**src/rtl/txr_pkg.sv**
```systemverilog
// Shared types of the transmit descriptor ring engine.
// Assumes 32-bit descriptor words at offsets 0, 4, 8 and 12.
package txr_pkg;
    typedef enum logic [2:0] {
        W_IDLE,   // waiting for a pending queue
        W_CMD,    // read control word (+0)
        W_LEN,    // read byte count word (+4)
        W_BUF,    // read buffer address (+8)
        W_NXT,    // read next pointer (+12)
        W_FETCH,  // fetch buffer words into the byte unpacker
        W_DRAIN,  // wait for the last bytes to leave
        W_WB      // write control word back with ownership cleared
    } wstate_t;

    localparam int DESC_OFF_CMD = 0;
    localparam int DESC_OFF_LEN = 4;
    localparam int DESC_OFF_BUF = 8;
    localparam int DESC_OFF_NXT = 12;
endpackage

```
**src/rtl/txr_start_ctl.sv**
```systemverilog
// Per-queue ring pointer registers and pending start flags.
// A start that coincides with the walker taking the same queue stays pending,
// so a start seen during a walk is never lost.
module txr_start_ctl #(
    parameter int NQ = 2,
    parameter int AW = 32
) (
    input  logic             clk,
    input  logic             rst_n,
    input  logic [NQ-1:0]    ptr_we,
    input  logic [AW-1:0]    ptr_wdata,
    input  logic [NQ-1:0]    start,
    input  logic [NQ-1:0]    take,
    output logic [NQ*AW-1:0] ring_ptr,
    output logic [NQ-1:0]    pending
);
    for (genvar g = 0; g < NQ; g++) begin : g_q
        // Ring pointer register of queue g.
        always_ff @(posedge clk) begin
            if (!rst_n)         ring_ptr[g*AW +: AW] <= '0;
            else if (ptr_we[g]) ring_ptr[g*AW +: AW] <= ptr_wdata;
        end

        // Pending flag: a new start wins over the walker taking it.
        always_ff @(posedge clk) begin
            if (!rst_n) pending[g] <= 1'b0;
            else        pending[g] <= start[g] | (pending[g] & ~take[g]);
        end

        // A start pulse is always remembered.
        assert_start_held_R9: assert property (@(posedge clk) disable iff (!rst_n)
            start[g] |=> pending[g]);
    end
endmodule

```
**src/rtl/txr_byte_out.sv**
```systemverilog
// Unpacks one loaded word into a byte stream, least significant byte first,
// with valid/ready handshake and a last flag on the final byte of a frame.
// Assumes the loader only loads while no byte is outstanding.
module txr_byte_out #(
    parameter int DW   = 32,
    localparam int NB  = DW / 8,
    localparam int CNTW = $clog2(NB + 1)
) (
    input  logic            clk,
    input  logic            rst_n,
    input  logic            load,
    input  logic [DW-1:0]   ld_word,
    input  logic [CNTW-1:0] ld_cnt,
    input  logic            ld_last,
    input  logic            out_ready,
    output logic            out_valid,
    output logic [7:0]      out_data,
    output logic            out_last
);
    logic [DW-1:0]   word_q;
    logic [CNTW-1:0] cnt_q;
    logic            last_q;

    // Hold the word and shift out one byte per accepted transfer.
    always_ff @(posedge clk) begin
        if (!rst_n) begin
            word_q <= '0;
            cnt_q  <= '0;
            last_q <= 1'b0;
        end else if (load) begin
            word_q <= ld_word;
            cnt_q  <= ld_cnt;
            last_q <= ld_last;
        end else if (out_valid && out_ready) begin
            word_q <= word_q >> 8;
            cnt_q  <= cnt_q - 1'b1;
        end
    end

    assign out_valid = (cnt_q != '0);
    assign out_data  = word_q[7:0];
    assign out_last  = last_q && (cnt_q == CNTW'(1));

    // The output holds still while stalled.
    assert_tx_stable_R11: assert property (@(posedge clk) disable iff (!rst_n)
        out_valid && !out_ready |=> out_valid && $stable(out_data) && $stable(out_last));

    // The walker never overwrites an unsent byte.
    assert_load_when_empty_R5: assert property (@(posedge clk) disable iff (!rst_n)
        load |-> !out_valid);
endmodule

```
**src/rtl/txr_walker.sv**
```systemverilog
// Ring walker: picks the lowest pending queue, visits its descriptors once,
// sends owned buffers through the unpacker, writes back control words and
// pulses the queue's cause bit. Assumes AW == DW == 32 and word-aligned buffers.
module txr_walker
    import txr_pkg::*;
#(
    parameter int NQ         = 2,
    parameter int AW         = 32,
    parameter int DW         = 32,
    parameter int MAX_DESC   = 256,
    parameter int MAX_LEN    = 2048,
    parameter int OWN_BIT    = 31,
    parameter int CAUSE_W    = 4,
    parameter int CAUSE_BASE = 3,
    localparam int QW   = (NQ > 1) ? $clog2(NQ) : 1,
    localparam int VW   = $clog2(MAX_DESC + 1),
    localparam int NB   = DW / 8,
    localparam int CNTW = $clog2(NB + 1),
    localparam int LW   = 16
) (
    input  logic               clk,
    input  logic               rst_n,
    input  logic [NQ-1:0]      pending,
    input  logic [NQ*AW-1:0]   ring_ptr,
    output logic [NQ-1:0]      take,
    output logic               mem_req,
    output logic               mem_we,
    output logic [AW-1:0]      mem_addr,
    output logic [DW-1:0]      mem_wdata,
    input  logic               mem_ack,
    input  logic [DW-1:0]      mem_rdata,
    input  logic               bo_busy,
    output logic               bo_load,
    output logic [CNTW-1:0]    bo_cnt,
    output logic               bo_last,
    output logic [CAUSE_W-1:0] cause_pulse,
    output logic               busy
);
    wstate_t         state;
    logic [QW-1:0]   q, sel;
    logic            found;
    logic [AW-1:0]   base, cur, bufp, next_q, off;
    logic [DW-1:0]   cmd;
    logic [LW-1:0]   len, rem;
    logic [VW-1:0]   visits;
    logic [AW-1:0]   adv_ptr;
    logic [VW-1:0]   visits_n;
    logic            adv_stop, send_ok, wb_done;
    logic [CAUSE_W-1:0] cause_set;

    // Lowest-numbered pending queue wins.
    always_comb begin
        found = 1'b0;
        sel   = '0;
        for (int i = NQ - 1; i >= 0; i--) begin
            if (pending[i]) begin
                found = 1'b1;
                sel   = QW'(i);
            end
        end
    end

    // Acknowledge the queue being taken.
    always_comb begin
        take = '0;
        if (state == W_IDLE && found) take[sel] = 1'b1;
    end

    assign send_ok  = (len != '0) && (32'(len) < MAX_LEN);
    assign adv_ptr  = (state == W_NXT) ? mem_rdata[AW-1:0] : next_q;
    assign visits_n = visits + 1'b1;
    assign adv_stop = (adv_ptr == base) || (visits_n == VW'(MAX_DESC));
    assign wb_done  = (state == W_WB) && mem_ack;
    assign bo_cnt   = (rem >= LW'(NB)) ? CNTW'(NB) : rem[CNTW-1:0];
    assign bo_last  = (rem <= LW'(NB));
    assign bo_load  = (state == W_FETCH) && mem_ack;
    assign busy     = (state != W_IDLE) || (pending != '0);

    // Memory request decode per state.
    always_comb begin
        mem_req   = 1'b0;
        mem_we    = 1'b0;
        mem_addr  = cur;
        mem_wdata = cmd & ~(DW'(1) << OWN_BIT);
        case (state)
            W_CMD:   begin mem_req = 1'b1; mem_addr = cur + AW'(DESC_OFF_CMD); end
            W_LEN:   begin mem_req = 1'b1; mem_addr = cur + AW'(DESC_OFF_LEN); end
            W_BUF:   begin mem_req = 1'b1; mem_addr = cur + AW'(DESC_OFF_BUF); end
            W_NXT:   begin mem_req = 1'b1; mem_addr = cur + AW'(DESC_OFF_NXT); end
            W_FETCH: begin mem_req = !bo_busy; mem_addr = bufp + off; end
            W_WB:    begin mem_req = 1'b1; mem_we = 1'b1; mem_addr = cur + AW'(DESC_OFF_CMD); end
            default: ;
        endcase
    end

    // Cause bit of queue i sits at CAUSE_BASE - i.
    always_comb begin
        cause_set = '0;
        for (int i = 0; i < NQ; i++)
            if (q == QW'(i)) cause_set[CAUSE_BASE - i] = wb_done;
    end

    // Register the cause pulse one cycle after the write-back.
    always_ff @(posedge clk) begin
        if (!rst_n) cause_pulse <= '0;
        else        cause_pulse <= cause_set;
    end

    // Walk sequencer.
    always_ff @(posedge clk) begin
        if (!rst_n) begin
            state  <= W_IDLE;
            q      <= '0;
            base   <= '0;
            cur    <= '0;
            bufp   <= '0;
            next_q <= '0;
            off    <= '0;
            cmd    <= '0;
            len    <= '0;
            rem    <= '0;
            visits <= '0;
        end else begin
            case (state)
                W_IDLE: if (found) begin
                    q      <= sel;
                    base   <= ring_ptr[sel*AW +: AW];
                    cur    <= ring_ptr[sel*AW +: AW];
                    visits <= '0;
                    state  <= W_CMD;
                end
                W_CMD: if (mem_ack) begin
                    cmd   <= mem_rdata;
                    state <= mem_rdata[OWN_BIT] ? W_LEN : W_NXT;
                end
                W_LEN: if (mem_ack) begin
                    len   <= mem_rdata[31:16];
                    state <= W_BUF;
                end
                W_BUF: if (mem_ack) begin
                    bufp  <= mem_rdata[AW-1:0];
                    state <= W_NXT;
                end
                W_NXT: if (mem_ack) begin
                    next_q <= mem_rdata[AW-1:0];
                    if (!cmd[OWN_BIT]) begin
                        cur    <= adv_ptr;
                        visits <= visits_n;
                        state  <= adv_stop ? W_IDLE : W_CMD;
                    end else if (send_ok) begin
                        rem   <= len;
                        off   <= '0;
                        state <= W_FETCH;
                    end else begin
                        state <= W_WB;
                    end
                end
                W_FETCH: if (mem_ack) begin
                    rem <= rem - LW'(bo_cnt);
                    off <= off + AW'(NB);
                    if (bo_last) state <= W_DRAIN;
                end
                W_DRAIN: if (!bo_busy) state <= W_WB;
                W_WB: if (mem_ack) begin
                    cur    <= adv_ptr;
                    visits <= visits_n;
                    state  <= adv_stop ? W_IDLE : W_CMD;
                end
                default: state <= W_IDLE;
            endcase
        end
    end

    // Requests hold until accepted.
    assert_mem_hold_R12: assert property (@(posedge clk) disable iff (!rst_n)
        mem_req && !mem_ack |=> mem_req && $stable(mem_addr) && $stable(mem_we) && $stable(mem_wdata));

    // Every write returns the descriptor with ownership cleared.
    assert_wb_own_clear_R7: assert property (@(posedge clk) disable iff (!rst_n)
        mem_req && mem_we |-> !mem_wdata[OWN_BIT]);

    // Cause pulses are single-bit and follow an accepted write-back.
    assert_cause_onehot_R8: assert property (@(posedge clk) disable iff (!rst_n)
        $onehot0(cause_pulse));
    assert_cause_after_wb_R8: assert property (@(posedge clk) disable iff (!rst_n)
        (cause_pulse != '0) |-> $past(mem_req && mem_we && mem_ack));

    // The visit counter never passes the bound.
    assert_visit_bound_R10: assert property (@(posedge clk) disable iff (!rst_n)
        visits <= VW'(MAX_DESC));

    // No memory traffic when no walk runs.
    assert_idle_quiet_R1: assert property (@(posedge clk) disable iff (!rst_n)
        (state == W_IDLE) |-> !mem_req);
endmodule

```
**src/rtl/txring_engine.sv**
```systemverilog
// Top of the transmit descriptor ring engine: ring pointers and start flags,
// the ring walker and the byte unpacker for the frame stream.
module txring_engine #(
    parameter int NQ         = 2,
    parameter int AW         = 32,
    parameter int DW         = 32,
    parameter int MAX_DESC   = 256,
    parameter int MAX_LEN    = 2048,
    parameter int OWN_BIT    = 31,
    parameter int CAUSE_W    = 4,
    parameter int CAUSE_BASE = 3,
    localparam int CNTW = $clog2(DW / 8 + 1)
) (
    input  logic               clk,
    input  logic               rst_n,
    input  logic [NQ-1:0]      ptr_we,
    input  logic [AW-1:0]      ptr_wdata,
    input  logic [NQ-1:0]      start,
    output logic [NQ*AW-1:0]   ring_ptr,
    output logic               mem_req,
    output logic               mem_we,
    output logic [AW-1:0]      mem_addr,
    output logic [DW-1:0]      mem_wdata,
    input  logic               mem_ack,
    input  logic [DW-1:0]      mem_rdata,
    output logic               tx_valid,
    input  logic               tx_ready,
    output logic [7:0]         tx_data,
    output logic               tx_last,
    output logic [CAUSE_W-1:0] cause_pulse,
    output logic               busy
);
    logic [NQ-1:0]   pending, take;
    logic            bo_load, bo_last;
    logic [CNTW-1:0] bo_cnt;

    txr_start_ctl #(.NQ(NQ), .AW(AW)) u_start (
        .clk(clk), .rst_n(rst_n), .ptr_we(ptr_we), .ptr_wdata(ptr_wdata),
        .start(start), .take(take), .ring_ptr(ring_ptr), .pending(pending)
    );

    txr_walker #(
        .NQ(NQ), .AW(AW), .DW(DW), .MAX_DESC(MAX_DESC), .MAX_LEN(MAX_LEN),
        .OWN_BIT(OWN_BIT), .CAUSE_W(CAUSE_W), .CAUSE_BASE(CAUSE_BASE)
    ) u_walk (
        .clk(clk), .rst_n(rst_n), .pending(pending), .ring_ptr(ring_ptr),
        .take(take), .mem_req(mem_req), .mem_we(mem_we), .mem_addr(mem_addr),
        .mem_wdata(mem_wdata), .mem_ack(mem_ack), .mem_rdata(mem_rdata),
        .bo_busy(tx_valid), .bo_load(bo_load), .bo_cnt(bo_cnt), .bo_last(bo_last),
        .cause_pulse(cause_pulse), .busy(busy)
    );

    txr_byte_out #(.DW(DW)) u_bytes (
        .clk(clk), .rst_n(rst_n), .load(bo_load), .ld_word(mem_rdata),
        .ld_cnt(bo_cnt), .ld_last(bo_last), .out_ready(tx_ready),
        .out_valid(tx_valid), .out_data(tx_data), .out_last(tx_last)
    );
endmodule

```
**config.mk**
```make
export PLATFORM = sky130hd
export DESIGN_NAME = txring_engine
export DESIGN_NICKNAME = d
export VERILOG_FILES = /design/src/rtl/txr_pkg.sv /design/src/rtl/txr_start_ctl.sv /design/src/rtl/txr_byte_out.sv /design/src/rtl/txr_walker.sv /design/src/rtl/txring_engine.sv
export SDC_FILE = /design/constraint.sdc
export NUM_CORES = 1
export LEC_CHECK = 0
export BUFFER_PORTS_ARGS = -buffer_cell sky130_fd_sc_hd__buf_2
export CORE_MARGIN = 2
export CORE_UTILIZATION = 35
export DETAILED_ROUTE_END_ITERATION = 10
export PLACE_DENSITY = 0.48
export SLEW_MARGIN = 20
export SYNTH_ARGS = -nofsm -noshare
export SYNTH_HDL_FRONTEND = slang
export SYNTH_HIERARCHICAL = 1
export SYNTH_SLANG_ARGS = --single-unit
```
**constraint.sdc**
```tcl
create_clock -name clk -period 4.4 [get_ports clk]
set_input_delay 0.44 -clock clk [delete_from_list [all_inputs] [get_ports clk]]
set_output_delay 0.44 -clock clk [all_outputs]
set_load 0.03 [all_outputs]
```
## Yosys cells after proc, flatten, opt, wreduce, memory -nomap -nowiden

Cells that the tools add are included.

- Bits in registers: 343
- Input bits: 72

- Order comparisons: 5
- Bitwise logic cells: 7
- Shift operators: 1
- Add/sub/neg operators: 8
- Equal/unequal tests: 22
- Mux-type cells: 49
- Reduce and logical (&&, ||, !) cells: 29

Operators by type and width:

| cell | count |
|---|---|
| $mux W32 | 11 |
| $pmux W32 S4 | 1 |
| $pmux W32 S3 | 1 |
| $add A32 B3 Y32 const B | 2 |
| $add A32 B4 Y32 const B | 2 |
| $mux W16 | 4 |
| $pmux W32 S2 | 1 |
| $shiftx A64 B7 Y32 | 1 |
| $mux W3 | 14 |
| $mux W9 | 4 |
| $add A32 B32 Y32 | 1 |
| $eq A32 B32 Y1 | 1 |
| $pmux W16 S2 | 1 |
| $pmux W9 S3 | 1 |
| $pmux W3 S8 | 1 |
| $ge A16 B3 Y1 const B | 1 |
| $le A16 B3 Y1 const B | 1 |
| $lt A16 B12 Y1 const B | 1 |
| $ne A2 B2 Y1 const B | 8 |
| $reduce_bool A16 Y1 | 1 |
| $sub A16 B3 Y16 | 1 |
| $eq A3 B3 Y1 const B | 4 |
| $reduce_and A2 Y1 | 6 |
| $reduce_and A5 Y1 | 2 |
| 24 further kinds | 50 |

## Logic depth before layout (Yosys ltp)

- Word-level depth: 10
- Mapped depth: 16

## By module

Netlist, hierarchy kept.

Modules (own cells, without submodules):

| module | cells an instance | instances | area an instance (µm²) | sequential area each (µm²) |
|---|---|---|---|---|
| txr_walker | 1912 | 1 | 14118.5 | 4744.6 |
| txr_start_ctl | 213 | 1 | 2565.0 | 1321.3 |
| txr_byte_out | 209 | 1 | 1769.2 | 720.7 |

## Worst setup path after synthesis

OpenSTA, ideal clock, no wires.

- Path type: register to output
- Start point: register u_walk.state[2]
- End point: output port mem_addr[18]
- Stages on the path, launching flop included: 14
- Arrival time: 3677 ps
- Slack: 283 ps
- Buffers on the path: 4
- Path through: dfxtp_1 > buf_2 > nand2b_1 > clkbuf_1 > nor2_1 > clkbuf_1 > clkbuf_1 > fa_1 > nand3_1 > nor2_1 > nand3_1 > nor2_1 > a21oi_1 > o311ai_0

- Cells in the longest elaborated chain, start to end: 2
- Elaborated cells on any way between the ends: 5
- Those cells by class: 4 x eq/ne; 1 x mux

Ends and longest elaborated chain:

| what | line | RTL |
|---|---|---|
| start: declaration | txr_walker.sv:39 | `wstate_t state;` |
| start signal: assignment | txr_walker.sv:134 | `state <= mem_rdata[OWN_BIT] ? W_LEN : W_NXT;` |
| start signal: assignment | txr_walker.sv:149 | `state <= adv_stop ? W_IDLE : W_CMD;` |
| start signal: assignment | txr_walker.sv:167 | `state <= adv_stop ? W_IDLE : W_CMD;` |
| $eq A3 B3 Y1 / $eq A3 B2 Y1 (equally long branches) | txr_walker.sv:85 | `case (state)` |
| $pmux W32 S4 (*) | txr_walker.sv:85 |  |
| end: declaration | txring_engine.sv:22 | `output logic [AW-1:0] mem_addr,` |

Every way passes the cells marked *; elsewhere a longest branch is shown, timed or not.

## Worst setup path in the final report

- Start point: register u_walk.off[13]
- End point: output port mem_addr[31]

- Cells in the longest elaborated chain, start to end: 2

Ends and longest elaborated chain:

| what | line | RTL |
|---|---|---|
| start: declaration | txr_walker.sv:42 | `logic [AW-1:0] base, cur, bufp, next_q, off;` |
| start signal: assignment | txr_walker.sv:160 | `off <= off + AW'(NB);` |
| $add A32 B32 Y32 | txr_walker.sv:90 | `W_FETCH: begin mem_req = !bo_busy; mem_addr = bufp + off; end` |
| $pmux W32 S4 | txr_walker.sv:85 |  |

No other way between the ends.

==> report_table.html <==
<table>
<tr><th>Metric</th><th>Value</th></tr>
<tr><th colspan="2">Floorplan</th></tr>
<tr><td>Core Rows</td><td>84</td></tr>
<tr><td>Die Span Y</td><td>roughly 230 um</td></tr>
<tr><td># IOs</td><td>217</td></tr>
<tr><td>Starting Density</td><td>0.353</td></tr>
<tr><td>Placeable core area</td><td>52300 um2</td></tr>
<tr><td>Area of the die</td><td>54600 um2</td></tr>
<tr><td>Width of the chip</td><td>234 um</td></tr>
<tr><th colspan="2">Clock network</th></tr>
<tr><td>Postcts setup bufs</td><td>0</td></tr>
<tr><td>Number of sinks on the clock net</td><td>339</td></tr>
<tr><td>Root cell of the clock tree</td><td>clkbuf_16</td></tr>
<tr><td>Post-CTS clock slew at the launch and capture registers of the worst setup and hold paths</td><td>50 ps</td></tr>
<tr><td>Number of buffers created by CTS</td><td>40</td></tr>
<tr><td>Post-CTS Resized</td><td>0</td></tr>
<tr><td>Count of H-tree levels built during CTS</td><td>2</td></tr>
<tr><td>Maximum count of clock buffers along a single path</td><td>3</td></tr>
<tr><td>Hold-fix buffers, CTS</td><td>0</td></tr>
<tr><td>CTS tree</td><td>yes</td></tr>
<tr><td>Later-pin clock latency in the skew report</td><td>roughly 560 ps</td></tr>
<tr><th colspan="2">Global route</th></tr>
<tr><td>Global-route wire length before repair</td><td>around 100 mm</td></tr>
<tr><td>Total grt overflow</td><td>0</td></tr>
<tr><td>Vias in the first global route</td><td>16.2k</td></tr>
<tr><td>Total routing resource utilization after global routing</td><td>0.234</td></tr>
<tr><td>Antenna violations before repair</td><td>0</td></tr>
<tr><td>Maximum number of pins on one net before global-route repair</td><td>around 110</td></tr>
<tr><th colspan="2">Worst hold path</th></tr>
<tr><td>Worst Hold Class</td><td>in2reg</td></tr>
<tr><td>Worst hold start</td><td>start[1]</td></tr>
<tr><th colspan="2">Synth</th></tr>
<tr><td>Cell count after synthesis</td><td>2334</td></tr>
<tr><td>Top FF cell, synth</td><td>dfxtp_1</td></tr>
<tr><td>Syn Std Cell Area</td><td>between 15000 and 20000 um2</td></tr>
<tr><td>Number of distinct library cells after synthesis</td><td>73</td></tr>
<tr><td>Post-Syn Area per Cell</td><td>7.91 um2</td></tr>
<tr><td>Share of flip-flops with an asynchronous set or reset</td><td>0</td></tr>
<tr><td>Share of the synthesized area in the top cell type</td><td>0.368</td></tr>
<tr><td>Largest area contributor in the synthesized netlist</td><td>dfxtp_1</td></tr>
<tr><td>Sequential share of the synthesized area</td><td>0.368</td></tr>
<tr><td>Number of synthesized flops with an enable pin</td><td>0</td></tr>
<tr><td>Register bit count reported by yosys</td><td>339</td></tr>
<tr><td>Dominant cells by area after synthesis</td><td>dfxtp_1 (37%), a21oi_1 (7.6%), mux2i_1 (7.4%), nand2_1 (6.9%), nor2_1 (3.8%)</td></tr>
<tr><td>Syn. warnings</td><td>6</td></tr>
<tr><th colspan="2">Critical path</th></tr>
<tr><td>Worst setup SP type</td><td>flop</td></tr>
<tr><td>Required time reported for the critical path endpoint</td><td>3960 ps</td></tr>
<tr><td>Endpoint kind of the worst setup timing path</td><td>primary output</td></tr>
<tr><td>Critical path data arrival time</td><td>between 3000 and 4000 ps</td></tr>
<tr><td>Maximum fanout count along the critical path</td><td>7</td></tr>
<tr><td>FF-to-FF Start</td><td>u_walk/state[2]</td></tr>
<tr><td>Worst Path Class, Setup</td><td>reg2out</td></tr>
<tr><td>Crit. Startpoint</td><td>u_walk/off[13]</td></tr>
<tr><th colspan="2">Cells and area</th></tr>
<tr><td>Total inserted antenna cells</td><td>0</td></tr>
<tr><td>Number of inserted filler cells in the final layout</td><td>5429</td></tr>
<tr><td>Area Overhead vs Synth</td><td>13.2%</td></tr>
<tr><td># nets final</td><td>2521</td></tr>
<tr><td>Seq. cell area</td><td>approximately 6800 um2</td></tr>
<tr><td>Footprint of the multi-input gates</td><td>between 10000 and 15000 um2</td></tr>
<tr><td>Share of final-layout standard cells stronger than drive strength 1</td><td>0.156</td></tr>
<tr><th colspan="2">Pwr</th></tr>
<tr><td>Power density relative to cell area</td><td>427 nW/um2</td></tr>
<tr><td>Leakage</td><td>0.00793 uW</td></tr>
<tr><td>VDD IR max</td><td>roughly 0.00033 V</td></tr>
<tr><th colspan="2">STA</th></tr>
<tr><td>Period utilisation layout</td><td>0.933</td></tr>
<tr><td>Worst slew margin relative to its limit</td><td>0.291</td></tr>
<tr><td>Final number of hold-violating endpoints</td><td>0</td></tr>
<tr><td>Setup Total Neg Slack</td><td>0 ps</td></tr>
<tr><td>Min setup slack post-route</td><td>296 ps</td></tr>
<tr><td>Worst Tran Pin Value</td><td>1060 ps</td></tr>
<tr><td>Setup repair after global routing missed its margin</td><td>no</td></tr>
<tr><td>Shortest clock period the worst path allows after layout</td><td>4100 ps</td></tr>
<tr><td>Setup clock skew after layout</td><td>20.0 ps</td></tr>
<tr><td>Final setup violating endpoints</td><td>0</td></tr>
<tr><td>Max frequency</td><td>0.244 GHz</td></tr>
<tr><td>Final Hold Slack</td><td>92.9 ps</td></tr>
<tr><td>Number of max-slew violations in the final report</td><td>0</td></tr>
<tr><th colspan="2">Status</th></tr>
<tr><td>Run status</td><td>completed</td></tr>
<tr><th colspan="2">Flow run</th></tr>
<tr><td>Number of maximum-capacitance constraint violations</td><td>0</td></tr>
<tr><th colspan="2">Drt</th></tr>
<tr><td>Drt wl/cell</td><td>20.9 um</td></tr>
<tr><td>DRC</td><td>0</td></tr>
<tr><td>Remaining number of nets flagged by the antenna check after routing</td><td>0</td></tr>
<tr><td>Routed vias</td><td>17.2k</td></tr>
<tr><td>DRT Pass-1 Iters</td><td>5</td></tr>
<tr><td>First DRT Iteration DRCs</td><td>between 1k and 1.5k</td></tr>
<tr><td>Final WL</td><td>~65 mm</td></tr>
<tr><td>Number of vias per cell</td><td>5.50</td></tr>
<tr><th colspan="2">Placement</th></tr>
<tr><td>Port Buffer Count</td><td>213</td></tr>
<tr><td>Last weighted congestion value of the routability-driven placer</td><td>0.930</td></tr>
<tr><td>Detailed placer's ending HPWL</td><td>46.4 mm</td></tr>
<tr><td>Pre-CTS setup slack</td><td>about 660 ps</td></tr>
</table>
[stage by stage]
stage	power, uW	utilization	std cells	instance area (um2)
after global placement	5610	0.373	3056	19500
after floorplan	5030	-	2337	18500
final	8920	0.399	3125	20900
after detailed placement	5630	0.373	3056	19500
after global routing	9310	0.399	3125	20900
after CTS	8990	0.399	3124	20900
[report_power, final]
part / switching, uW / internal, uW / total [uW]
Combinational: 1460 / 620 / 2080
Clock: 1350 / 1990 / 3340
Sequential: 200 / 3300 / 3500
Total: 3010 / 5910 / 8920
[cells by family (layout without fill, tap and decap cells)]
kind of cell / Yosys count / in the layout / share of synthesized area
compound gates: 610 / 610 / 0.195
xor+xnor: 85 / 85 / 0.0403
fa+ha+maj: 38 / 38 / 0.0262
buf+inv: 242 / 342 / 0.0688
flops: 339 / 339 / 0.368
mux: 138 / 138 / 0.0750
other cells: 1 / 4 / 0.000203
simple gates: 881 / 881 / 0.227
[critical path, stage by stage (launching register included)]
cell     delay (ps)
dfxtp_1         360
ha_1            440
a211o_1         160
a21oi_1          40
a221o_1         390
a32oi_1         460
a32oi_1         250
a21oi_1         260
a21oi_1         110
xnor2_1         150
a221o_1         300
buf_2           180
[sequential cells by signal (all words and copies together) (netlist names)]
register / count
u_walk/next_q: 32
u_start/pending: 2
u_start/ring_ptr: 64
u_walk/cause_pulse: 2
u_walk/visits: 9
u_walk/off: 30
u_walk/bufp: 32
u_walk/rem: 16
u_bytes/cnt_q: 3
u_walk/cur: 32
u_walk/cmd: 32
u_bytes/last_q: 1
u_walk/q: 1
u_walk/base: 32
u_walk/len: 16
u_bytes/word_q: 32
u_walk/state: 3
[per-layer routing]
layer  part of all wire  up-vias  track usage
met3              0.060       72       0.0380
met1               0.45     8258        0.319
met5                  0        -            0
met2               0.46      566        0.380
met4              0.028        0       0.0684
li1                   -     8297            -
[cells in the mapped netlist (all sizes together) (20+ instances only)]
master and instances:
ha 37, clkbuf 128, or2 40, nor2b 76, a211oi 54, nor3 23, or3 50, mux2i 136
inv 26, dfxtp 339, xnor2 57, o21ai 132, nor2 188, a31oi 34, nand2 341, buf 87
a21oi 279, nand3 59, xor2 28, and3 20
[cell type report]
cell class,count,area share
clock buffer,59,0.0591
clock inverter,9,0.00401
inverter,27,0.00509
multi-input combinational,1756,0.501
sequential,339,0.325
tap,688,0.0412
timing repair buffer,247,0.0644
[cells in the final DEF (no fill, tap or decap), drive strengths merged, types with 5 or more instances in the layout]
| master | n |
|---|---|
| nand4 | 19 |
| clkbuf | 59 |
| a21oi | 279 |
| xor2 | 28 |
| o31ai | 10 |
| or3 | 50 |
| a311oi | 5 |
| mux2i | 136 |
| and4 | 9 |
| nand2b | 8 |
| dfxtp | 339 |
| and2 | 10 |
| buf | 247 |
| nand2 | 341 |
| nor2b | 76 |
| nand3b | 5 |
| o221ai | 7 |
| xnor2 | 57 |
| ha | 37 |
| inv | 26 |
| a211oi | 54 |
| nand3 | 59 |
| clkinv | 8 |
| a21o | 13 |
| o311ai | 5 |
| o21a | 5 |
| a32oi | 7 |
| nor3 | 23 |
| o21ai | 132 |
| nor4 | 19 |
| and3 | 20 |
| o211ai | 16 |
| nor3b | 7 |
| o22ai | 9 |
| nor2 | 188 |
| a31oi | 34 |
| or2 | 40 |
[final timing paths]
path / endpoint / slack (ps) / depth (start not counted)
setup / recovery: mem_addr[31] / 300 / 11
hold / removal: u_start/pending[1] / 90 / 2
setup reg to reg: u_walk/state[0] / 1140 / 10
hold reg to reg: u_walk/cause_pulse[3] / 430 / 1
Power figures use the tool's default switching activity.
